File: src/rtl/snoop_tag_pkg.sv
package snoop_tag_pkg;

  typedef enum logic [1:0] {
    OP_LOOKUP = 2'd0,
    OP_FILL   = 2'd1,
    OP_WRITE  = 2'd2
  } cpu_op_e;

  typedef enum logic [1:0] {
    SN_NONE      = 2'd0,
    SN_INTERVENE = 2'd1,
    SN_PURGE     = 2'd2
  } snoop_act_e;

endpackage

File: src/rtl/snoop_line_store.sv
// Direct-mapped line array: tag, valid, dirty, data per line.
// Two combinational read ports (processor, snoop) and one merged update path.
module snoop_line_store #(
  parameter int IDX_W  = 2,
  parameter int TAG_W  = 6,
  parameter int DATA_W = 8
) (
  input  logic              clk,
  input  logic              rst_n,
  // processor read port
  input  logic [IDX_W-1:0]  pr_idx,
  output logic              pr_valid,
  output logic [TAG_W-1:0]  pr_tag,
  output logic              pr_dirty,
  output logic [DATA_W-1:0] pr_data,
  // snoop read port
  input  logic [IDX_W-1:0]  sn_idx,
  output logic              sn_valid,
  output logic [TAG_W-1:0]  sn_tag,
  output logic              sn_dirty,
  output logic [DATA_W-1:0] sn_data,
  // processor update
  input  logic              up_en,
  input  logic              up_fill,
  input  logic [IDX_W-1:0]  up_idx,
  input  logic [TAG_W-1:0]  up_tag,
  input  logic [DATA_W-1:0] up_data,
  // snoop purge
  input  logic              pg_en,
  input  logic [IDX_W-1:0]  pg_idx
);

  localparam int LINES = 1 << IDX_W;

  logic              v_q   [LINES];
  logic              d_q   [LINES];
  logic [TAG_W-1:0]  t_q   [LINES];
  logic [DATA_W-1:0] dat_q [LINES];

  for (genvar i = 0; i < LINES; i++) begin : g_line
    logic              v_n, d_n, st_en, dat_en;
    logic [TAG_W-1:0]  t_n;
    logic              hit_up, hit_pg;

    assign hit_up = up_en && (up_idx == IDX_W'(i));
    assign hit_pg = pg_en && (pg_idx == IDX_W'(i));

    always_comb begin
      v_n = v_q[i];
      d_n = d_q[i];
      t_n = t_q[i];
      if (hit_up) begin
        if (up_fill) begin
          v_n = 1'b1;
          d_n = 1'b0;
          t_n = up_tag;
        end else begin
          d_n = 1'b1;
        end
      end
      // snoop purge has the last word
      if (hit_pg) begin
        v_n = 1'b0;
        d_n = 1'b0;
      end
    end

    assign st_en  = hit_up || hit_pg;
    assign dat_en = hit_up && !hit_pg;

    always_ff @(posedge clk or negedge rst_n) begin
      if (!rst_n) begin
        v_q[i] <= 1'b0;
        d_q[i] <= 1'b0;
        t_q[i] <= '0;
      end else if (st_en) begin
        v_q[i] <= v_n;
        d_q[i] <= d_n;
        t_q[i] <= t_n;
      end
    end

    always_ff @(posedge clk) begin
      if (dat_en) begin
        dat_q[i] <= up_data;
      end
    end
  end

  assign pr_valid = v_q[pr_idx];
  assign pr_tag   = t_q[pr_idx];
  assign pr_dirty = d_q[pr_idx];
  assign pr_data  = dat_q[pr_idx];

  assign sn_valid = v_q[sn_idx];
  assign sn_tag   = t_q[sn_idx];
  assign sn_dirty = d_q[sn_idx];
  assign sn_data  = dat_q[sn_idx];

endmodule

File: src/rtl/snoop_decide.sv
// Chooses the response to an observed bus transfer from the line state.
module snoop_decide
  import snoop_tag_pkg::*;
#(
  parameter int TAG_W = 6
) (
  input  logic             bus_valid,
  input  logic             bus_write,
  input  logic [TAG_W-1:0] bus_tag,
  input  logic             line_valid,
  input  logic [TAG_W-1:0] line_tag,
  input  logic             line_dirty,
  output logic             snoop_hit,
  output snoop_act_e       snoop_act
);

  assign snoop_hit = bus_valid && line_valid && (line_tag == bus_tag);

  always_comb begin
    snoop_act = SN_NONE;
    if (snoop_hit) begin
      if (bus_write)       snoop_act = SN_PURGE;
      else if (line_dirty) snoop_act = SN_INTERVENE;
    end
  end

endmodule

File: src/rtl/cpu_access.sv
// Processor-side hit detection and update request, with retry on snoop conflict.
module cpu_access
  import snoop_tag_pkg::*;
#(
  parameter int IDX_W = 2,
  parameter int TAG_W = 6
) (
  input  logic             cpu_valid,
  input  logic [1:0]       cpu_op,
  input  logic [IDX_W-1:0] cpu_idx,
  input  logic [TAG_W-1:0] cpu_tag,
  input  logic             line_valid,
  input  logic [TAG_W-1:0] line_tag,
  input  logic             snoop_hit,
  input  logic [IDX_W-1:0] snoop_idx,
  output logic             hit,
  output logic             retry,
  output logic             up_en,
  output logic             up_fill
);

  logic is_fill, is_write, conflict;

  assign is_fill  = cpu_valid && (cpu_op == OP_FILL);
  assign is_write = cpu_valid && (cpu_op == OP_WRITE);

  assign hit      = cpu_valid && line_valid && (line_tag == cpu_tag);
  assign conflict = snoop_hit && (snoop_idx == cpu_idx);
  assign retry    = (is_fill || is_write) && conflict;

  assign up_fill  = is_fill;
  assign up_en    = !retry && (is_fill || (is_write && hit));

endmodule

File: src/rtl/snoop_tag_cache.sv
module snoop_tag_cache
  import snoop_tag_pkg::*;
#(
  parameter int ADDR_W = 8,
  parameter int IDX_W  = 2,
  parameter int DATA_W = 8
) (
  input  logic              clk,
  input  logic              rst_n,
  input  logic              cpu_valid,
  input  logic [1:0]        cpu_op,
  input  logic [ADDR_W-1:0] cpu_addr,
  input  logic [DATA_W-1:0] cpu_wdata,
  output logic              cpu_hit,
  output logic              cpu_dirty,
  output logic [DATA_W-1:0] cpu_rdata,
  output logic              cpu_retry,
  input  logic              bus_valid,
  input  logic              bus_write,
  input  logic [ADDR_W-1:0] bus_addr,
  output logic              bus_inhibit,
  output logic [DATA_W-1:0] bus_data,
  output logic              bus_data_valid
);

  localparam int TAG_W = ADDR_W - IDX_W;

  // reset: asserted asynchronously, released on the clock
  logic [1:0] rst_sync_q;
  logic       rst_int_n;

  always_ff @(posedge clk or negedge rst_n) begin
    if (!rst_n) rst_sync_q <= 2'b00;
    else        rst_sync_q <= {rst_sync_q[0], 1'b1};
  end
  assign rst_int_n = rst_sync_q[1];

  logic [IDX_W-1:0]  c_idx, s_idx;
  logic [TAG_W-1:0]  c_tag, s_tag;
  logic              pr_valid, pr_dirty, sn_valid, sn_dirty;
  logic [TAG_W-1:0]  pr_tag, sn_tag;
  logic [DATA_W-1:0] pr_data, sn_data;
  logic              s_hit, up_en, up_fill, c_hit;
  snoop_act_e        s_act;

  assign c_idx = cpu_addr[IDX_W-1:0];
  assign c_tag = cpu_addr[ADDR_W-1:IDX_W];
  assign s_idx = bus_addr[IDX_W-1:0];
  assign s_tag = bus_addr[ADDR_W-1:IDX_W];

  snoop_line_store #(.IDX_W(IDX_W), .TAG_W(TAG_W), .DATA_W(DATA_W)) u_store (
    .clk      (clk),
    .rst_n    (rst_int_n),
    .pr_idx   (c_idx),
    .pr_valid (pr_valid),
    .pr_tag   (pr_tag),
    .pr_dirty (pr_dirty),
    .pr_data  (pr_data),
    .sn_idx   (s_idx),
    .sn_valid (sn_valid),
    .sn_tag   (sn_tag),
    .sn_dirty (sn_dirty),
    .sn_data  (sn_data),
    .up_en    (up_en),
    .up_fill  (up_fill),
    .up_idx   (c_idx),
    .up_tag   (c_tag),
    .up_data  (cpu_wdata),
    .pg_en    (s_act == SN_PURGE),
    .pg_idx   (s_idx)
  );

  snoop_decide #(.TAG_W(TAG_W)) u_decide (
    .bus_valid  (bus_valid),
    .bus_write  (bus_write),
    .bus_tag    (s_tag),
    .line_valid (sn_valid),
    .line_tag   (sn_tag),
    .line_dirty (sn_dirty),
    .snoop_hit  (s_hit),
    .snoop_act  (s_act)
  );

  cpu_access #(.IDX_W(IDX_W), .TAG_W(TAG_W)) u_cpu (
    .cpu_valid  (cpu_valid),
    .cpu_op     (cpu_op),
    .cpu_idx    (c_idx),
    .cpu_tag    (c_tag),
    .line_valid (pr_valid),
    .line_tag   (pr_tag),
    .snoop_hit  (s_hit),
    .snoop_idx  (s_idx),
    .hit        (c_hit),
    .retry      (cpu_retry),
    .up_en      (up_en),
    .up_fill    (up_fill)
  );

  assign cpu_hit     = c_hit;
  assign cpu_dirty   = c_hit && pr_dirty;
  assign cpu_rdata   = pr_data;
  assign bus_inhibit = (s_act == SN_INTERVENE);

  // intervention data stage: data follows inhibit by one cycle
  logic              dv_n;
  logic [DATA_W-1:0] bd_q;

  assign dv_n = bus_inhibit;

  always_ff @(posedge clk or negedge rst_int_n) begin
    if (!rst_int_n) bus_data_valid <= 1'b0;
    else            bus_data_valid <= dv_n;
  end

  always_ff @(posedge clk) begin
    if (bus_inhibit) bd_q <= sn_data;
  end
  assign bus_data = bd_q;

endmodule

File: config.mk
export PLATFORM = sky130hd
export DESIGN_NAME = snoop_tag_cache
export DESIGN_NICKNAME = d
export VERILOG_FILES = /design/src/rtl/snoop_tag_pkg.sv /design/src/rtl/snoop_line_store.sv /design/src/rtl/snoop_decide.sv /design/src/rtl/cpu_access.sv /design/src/rtl/snoop_tag_cache.sv
export SDC_FILE = /design/constraint.sdc
export NUM_CORES = 1
export LEC_CHECK = 0
export BUFFER_PORTS_ARGS = -buffer_cell sky130_fd_sc_hd__buf_2
export CELL_PAD_IN_SITES_DETAIL_PLACEMENT = 2
export CELL_PAD_IN_SITES_GLOBAL_PLACEMENT = 2
export CORE_MARGIN = 5
export CORE_UTILIZATION = 42
export CTS_CLUSTER_DIAMETER = 60
export CTS_CLUSTER_SIZE = 25
export DETAILED_ROUTE_END_ITERATION = 10
export GPL_TIMING_DRIVEN = 1
export PLACE_DENSITY = 0.81
export SLEW_MARGIN = 20
export SYNTH_ARGS = -nofsm -noshare
export SYNTH_HDL_FRONTEND = slang
export SYNTH_HIERARCHICAL = 1
export SYNTH_SLANG_ARGS = --single-unit
File: constraint.sdc
create_clock -name clk -period 2.9 [get_ports clk]
set_input_delay 0.29 -clock clk [delete_from_list [all_inputs] [get_ports clk]]
set_output_delay 0.29 -clock clk [all_outputs]
set_load 0.005 [all_outputs]
==> metrics.md, run 1 <==
| Metric | Value |
|---|---|
| CP Data Required Time | around 3.2 ns |
| List of most frequent post-synthesis cells | 40 x edfxtp_1, 35 x dfrtp_1, 32 x mux4_2 |
| R2R Setup Slk | -0.34 ns |
| Synth area leader | edfxtp_1 |
| Post-synth net total | around 240 |
| Post-route setup slack | -0.343 ns |
| CP Capture Type | flop |
| Worst-margin pin slew | 0.517 ns |
| Cell family with most CP delay | simple AND/OR/NAND/NOR gates |
| Power density over the cells | 434 mW/mm^2 |
| Min cycle time layout | between 3 and 4 ns |
| Routed wire per std cell | 29.9 um |
| Die area | approximately 0.011 mm^2 |
| Fin. max-slew vios | 0 |
| 1st-iter DRT viols | roughly 150 |
| Leak | roughly 0.0021 uW |
| Inserted Clock Buffers | 9 |
| Seq pwr share | 0.539 |
| Post-layout net count | around 350 |
| Chip height | around 100 um |
| Relative slew margins | 0.654 |
| Antenna violations before repair | 0 |
| Switch share | 0.267 |
| # DRC | 0 |
| Crit share post-route | 1.12 |
| Slowest library cell on the worst path | or4_4 |
| Ys Warns | 6 |
| Skew final | 0.0118 ns |
| Mapped Area | around 0.0038 mm^2 |
| VDD IR max | roughly 360 uV |
| Die X-Extent | between 100 and 150 um |
| DP HPWL | roughly 7600 um |
| Fmax | 308 MHz |
| Wirelength, routed | around 13000 um |
| CTS Buffer Depth | 2 |
| Clock power frac | 0.350 |
| Via count | roughly 2500 |
| Crit path cell chain | mux4_2, xor2_1, or4_4, nor3_2, nand3_2, o2111a_2, buf_12, and4bb_2, buf_6, mux2_4 |
| Utilization after layout | 0.565 |
| Max_cap viols | 0 |
| Placeable Area | approximately 0.0087 mm^2 |
| Buf/Inv on CP | 2 |
| Crit path max fanout | 5 |
| TritonRoute pass-1 iters | 4 |
| Fin. Hold Viols | 0 |
| Ant. Diodes | 0 |
| First-pass GRT wire length | 19500 um |
| Crit start category | flop |
| Post-route antenna net violation count | 0 |
| Post-synth EDFFs | 40 |
| Net Sw Power | 571 uW |
| Clock Sinks | 75 |
| Total power | ~2100 uW |
| Clk_lat worst skew | between 0.3 and 0.4 ns |
| WHS | around 0.15 ns |
| Post-Synthesis Cells | roughly 210 |
| Synth cell types | 43 |
| TNS Setup | -14.83 ns |
| Fillers | between 700 and 800 |
| Share of the synthesized area in the top cell type | 0.319 |
| Outcome | finished, violations left |
| FP Rows | 34 |
| Yosys reg bits | 75 |
| Clock transition at the registers of the reported paths | ~0.090 ns |
| Mean Syn Cell Area | between 15 and 20 um^2 |
| Htree depth | 3 |
| Top FF cell, synth | edfxtp_1 |
| Initial Util | 0.431 |
| Final setup violation count | 68 |
| # IOs | 52 |
| Setup Crit Path Kind | reg2reg |
| RSZ-0062 raised after global routing | true |
| Synth area leaders | edfxtp_1 32%, dfrtp_1 23%, mux4_2 19% |
| Largest net degree at the start of global routing | 34 |
| Number of global-route vias before repair | slightly below 3000 |
| Drt via density | slightly below 6 |
| CTS tree | yes |
| Register area share after synthesis | 0.552 |
| Internal power | around 1600 uW |
| Critical Path Max Stage Delay | slightly below 0.6 ns |
| Async SR Flop Fraction | 0.467 |
| Failing checks | negative setup slack |
| Port Buffers | 51 |
| Comb pwr share | 0.111 |
| Hold/Removal Path Class | in2reg |
| Layout cells sized above 1 | 0.665 |
| All-Layer GR Usage | 0.243 |
| Grt ovf | 0 |
| CTS root buf | clkbuf_8 |
| Most frequent cell after synthesis | edfxtp_1 |
| Area grow syn2layout | 30.9% |
| GPL Wtd Cong | 0.768 |
| Crit path DAT | about 3.5 ns |
==> registers in the layout, indices dropped and copies added (netlist names) <==
name and flops:
bus_data 8, bus_data_valid 1, rst_sync_q 2, u_store/d_q 4, u_store/dat_q 32, u_store/t_q 24
u_store/v_q 4
==> final timing paths <==
check	start	to	cells after the start
hold / removal	cpu_wdata[6]	u_store/dat_q[0][6]	1
setup / recovery	u_store/t_q[1]	u_store/t_q[21]	10
min in group asynchronous	rst_n	rst_sync_q[0]	2
setup reg to reg	u_store/t_q[1]	u_store/t_q[21]	10
hold reg to reg	rst_sync_q[1]	u_store/v_q[2]	1
max in group asynchronous	rst_sync_q[1]	u_store/t_q[12]	1
==> what timing repair did <==
item,CTS,global route
buffers inserted,17,3
pin swaps,5,1
setup endpoints to repair,65,68
endpoints found under the hold margin,2,0
gates resized for setup,25,10
hold buffers,1,0
==> power by group through the flow <==
stage | clock, uW | sequential, uW | combinational (uW)
after CTS | 760 | 1150 | 229
after detailed placement | 0 | 1170 | 218
after floorplan | 0 | 1180 | 128
after global placement | 0 | 1170 | 208
after global routing | 822 | 1160 | 250
final | 748 | 1150 | 236
==> logic make-up after synthesis <==
| family | share of synthesized area |
|---|---|
| AOI/OAI and AO/OA | 0.0300 |
| muxes | 0.271 |
| other | 0.000997 |
| buffers and inverters | 0.0336 |
| and+or+nand+nor | 0.0735 |
| xor gates and xnor gates | 0.0389 |
| DFF | 0.552 |
==> cells in the final DEF (no fill, tap or decap), drive strengths merged, types with 3 or more instances in the layout <==
cell type	n
and2b	3
clkbuf	9
dfrtp	35
xor2	11
clkinv	5
nor2	3
xnor2	4
mux4	32
edfxtp	40
nand2	7
nor4	4
o21ba	3
inv	6
mux2	24
buf	109
nor3	3
==> layout make-up <==
type	count	area [um^2]	share of cell area
Tap cell	108	135	0.0274
Timing Repair Buffer	110	781	0.159
Sequential cell	75	2080	0.422
Clock buffer	9	124	0.0252
Multi-Input combinational cell	120	1740	0.353
Clock inverter	7	52.6	0.0107
Inverter	4	15.0	0.00305
==> metal layers <==
layer  vias to the layer above  global-route usage  share of wire
li1                       1052                   -              -
met1                      1372               0.333           0.44
met2                        75               0.395           0.50
met3                        21              0.0444          0.035
met4                         0              0.0804          0.024
met5                         -                   0              0
==> metrics by stage <==
| stage | setup WS, ns | instance area (um^2) | cells |
|---|---|---|---|
| 2_1_floorplan | -0.136 | 3910 | 212 |
| 3_3_place_gp | -0.319 | 4440 | 396 |
| 5_1_grt | -0.399 | 4920 | 433 |
| 3_5_place_dp | -0.417 | 4440 | 396 |
| 6_report | -0.343 | 4920 | 433 |
| 4_1_cts | -0.170 | 4880 | 430 |
(Power assumes the default switching activity.)
==> inputs of run 2 (changes only) <==
--- a/config.mk
+++ b/config.mk
@@ -8,13 +8,13 @@
 export BUFFER_PORTS_ARGS = -buffer_cell sky130_fd_sc_hd__buf_2
 export CELL_PAD_IN_SITES_DETAIL_PLACEMENT = 2
 export CELL_PAD_IN_SITES_GLOBAL_PLACEMENT = 2
-export CORE_MARGIN = 5
-export CORE_UTILIZATION = 42
+export CORE_MARGIN = 4
+export CORE_UTILIZATION = 32
 export CTS_CLUSTER_DIAMETER = 60
 export CTS_CLUSTER_SIZE = 25
 export DETAILED_ROUTE_END_ITERATION = 10
 export GPL_TIMING_DRIVEN = 1
-export PLACE_DENSITY = 0.81
+export PLACE_DENSITY = 0.65
 export SLEW_MARGIN = 20
 export SYNTH_ARGS = -nofsm -noshare
 export SYNTH_HDL_FRONTEND = slang
==> run 2 against run 1 <==
  * The flow still finishes with violations (negative setup slack)
  * Critical path depth shrank 1
  * Fmax rose by 7.9%
  * Utilization down 11 points
  * Final cell count grew 7.6%
  * Combinational power is essentially flat
  * Non-clock buffer count is 2 lower
  * Highest routed layer unchanged
==> metrics.md, run 2 (synthesized netlist as in run 1, its figures left out) <==
| Metric | Value |
|---|---|
| Outcome | finished, violations left |
| Failing checks | negative setup slack |
| Worst Setup EP | u_store/t_q[20] |
| Max_cap viols | 0 (unchanged) |
| First-pass GRT wire length | 16100 um (-18%) |
| # IOs | 52 (unchanged) |
| Final setup violation count | 47 (-31%) |
| Via count | 2331 (-7.5%) |
| Critical Path Stages | 9 (-1) |
| Slowest library cell on the worst path | mux4_2 |
| Drt via density | 5.00 (-14%) |
| Fillers | 1051 (+42%) |
| RSZ-0062 raised after global routing | true |
| Total power | 2670 uW (+25%) |
| Antenna violations before repair | 0 (unchanged) |
| FF-to-FF Start | u_store/t_q[1] |
| Initial Util | 0.328 (-0.103) |
| Largest register FFs | 32 (unchanged) |
| Crit path cell chain | buf_6, mux4_2, xor2_2, or4_4, nor4_4, o2111a_2, and4bb_4, buf_6, mux2_4 |
| Post-layout net count | 350 (-0.28%) |
| GRT busiest layer | met2 |
| Commonest non-fill, non-tap cell in the layout | buf_2 |
| CTS tree | yes |
| Hold/Removal Path Class | in2reg |
| Htree depth | 3 (unchanged) |
| Port Buffers | 51 (unchanged) |
| Placeable Area | 0.0115 mm^2 (+31%) |
| CP Launch Point | u_store/t_q[1] |
| Worst-margin pin slew | 0.623 ns (+0.106 ns) |
| Post-route setup slack | -0.104 ns (+0.238 ns) |
| GPL Wtd Cong | 0.757 (-1.3%) |
| CTS Buffer Depth | 2 (unchanged) |
| Terminus of the critical flop-to-flop path | u_store/t_q[20] |
| Layout cells sized above 1 | 0.666 (+0.00102) |
| Crit share post-route | 1.04 (-0.0821) |
| Critical path's most frequent cell | buf_6 |
| Fin. max-slew vios | 0 (unchanged) |
| Clk_lat worst skew | 0.33 ns (-0.04 ns) |
| Grt ovf | 0 (unchanged) |
| GRT met2 Usage | 0.281 (-0.114) |
| VDD IR max | 236 uV (-34%) |
| TritonRoute pass-1 iters | 4 (unchanged) |
| Multi-input gate area | 0.00182 mm^2 (+4.5%) |
| Setup Crit Path Kind | reg2reg |
| Number of global-route vias before repair | 2722 (-5.9%) |
| # DRC | 0 (unchanged) |
| Chip height | 116 um (+11%) |
| Fmax | 333 MHz (+7.9%) |
| Crit path DAT | 3.22 ns (-0.27 ns) |
| Met1 Use GR | 0.220 (-0.114) |
| FF/Latch Area | 0.00208 mm^2 (unchanged) |
| Die X-Extent | 116 um (+11%) |
| Cell family with most CP delay | simple AND/OR/NAND/NOR gates |
| All-Layer GR Usage | 0.168 (-0.0754) |
| Ant. Diodes | 0 (unchanged) |
| Largest net degree at the start of global routing | 34 (unchanged) |
| Skew final | 0.00667 ns (-0.00517 ns) |
| Routed wire per std cell | 23.1 um (-23%) |
| Relative slew margins | 0.583 (-0.0710) |
| Area grow syn2layout | 38.0% |
| Crit start category | flop |
| FP Rows | 39 (+15%) |
| Power density over the cells | 515 mW/mm^2 (+19%) |
| Min cycle time layout | 3.00 ns (-0.238 ns) |
| 1st-iter DRT viols | 127 (-14%) |
| CP Data Required Time | 3.12 ns (-0.03 ns) |
| Met3 Use GR | 0.0368 (-0.00760) |
| DP HPWL | 7450 um (-2.4%) |
| Crit path max fanout | 5 (unchanged) |
| Pre-CTS WS | -0.432 ns (-0.0155 ns) |
| Inserted Clock Buffers | 9 (unchanged) |
| Utilization after layout | 0.452 (-0.112) |
| TNS Setup | -2.76 ns (+12.08 ns) |
| Post-route antenna net violation count | 0 (unchanged) |
| CTS root buf | clkbuf_16 |
| CP Capture Type | flop |
| Wirelength, routed | 10800 um (-17%) |
| Commonest non-fill, non-tap cells in the layout | 49 x buf_2, 40 x edfxtp_1, 39 x buf_4 |
| R2R Setup Slk | -0.10 ns (+0.24 ns) |
| Clock Sinks | 75 (unchanged) |
| Clock transition at the registers of the reported paths | 0.06 ns (-0.03 ns) |
| Leak | 0.00217 uW (+4.7%) |
| Reg with most FFs | u_store/dat_q |
| Critical Path Max Stage Delay | 0.48 ns (-0.11 ns) |
| Buf/Inv on CP | 2 (unchanged) |
| Fin. Hold Viols | 0 (unchanged) |
| Worst R2R Path Depth | 9 (-1) |
| Die area | 0.0135 mm^2 (+24%) |
==> run 2: cell type report <==
class,count,share of cell area
Sequential cell,75,0.400
Clock buffer,9,0.0434
Clock inverter,6,0.0217
Inverter,4,0.00289
Timing Repair Buffer,108,0.147
Multi-Input combinational cell,121,0.350
Tap cell,143,0.0345
==> run 2: power breakdown <==
group | switching (uW) | total (uW) | internal (uW)
logic | 121 | 237 | 116
registers | 12.5 | 1150 | 1140
clock network | 441 | 1280 | 840
==> run 2: repair_timing <==
| action | in CTS | in global routing |
|---|---|---|
| gates cloned | 1 | 0 |
| endpoints found under the setup margin | 65 | 67 |
| endpoints found under the hold margin | 2 | 0 |
| hold buffers | 1 | 0 |
| setup buffers | 14 | 2 |
| pin swaps | 9 | 9 |
| gates resized for setup | 28 | 24 |
==> run 2: how the worst min path moves through the flow <==
stage / start / end / slack [ns] / cells after the start
final: cpu_wdata[2] / u_store/dat_q[3][2] / 0.17 / 1
after global routing: cpu_wdata[1] / u_store/dat_q[1][1] / 0.16 / 1
after CTS: cpu_wdata[2] / u_store/dat_q[3][2] / 0.16 / 1
after detailed placement: rst_n / rst_sync_q[0] / 0.08 / 1
after global placement: rst_n / rst_sync_q[0] / 0.08 / 1
after floorplan: rst_n / rst_sync_q[0] / -0.006 / 0
==> run 2: metal layers <==
metal,vias up,wire (um)
met3,7,315
met4,0,112
met5,-,0
met2,37,5640
met1,1236,4710
li1,1051,-
==> run 2: through the flow <==
step                hold WS (ns)  std cells  cell area (um^2)
global route               0.157        466              5190
detailed placement        0.0766        435              4520
floorplan               -0.00559        212              3910
global placement          0.0760        435              4520
CTS                        0.157        464              5070
finish                     0.171        466              5190
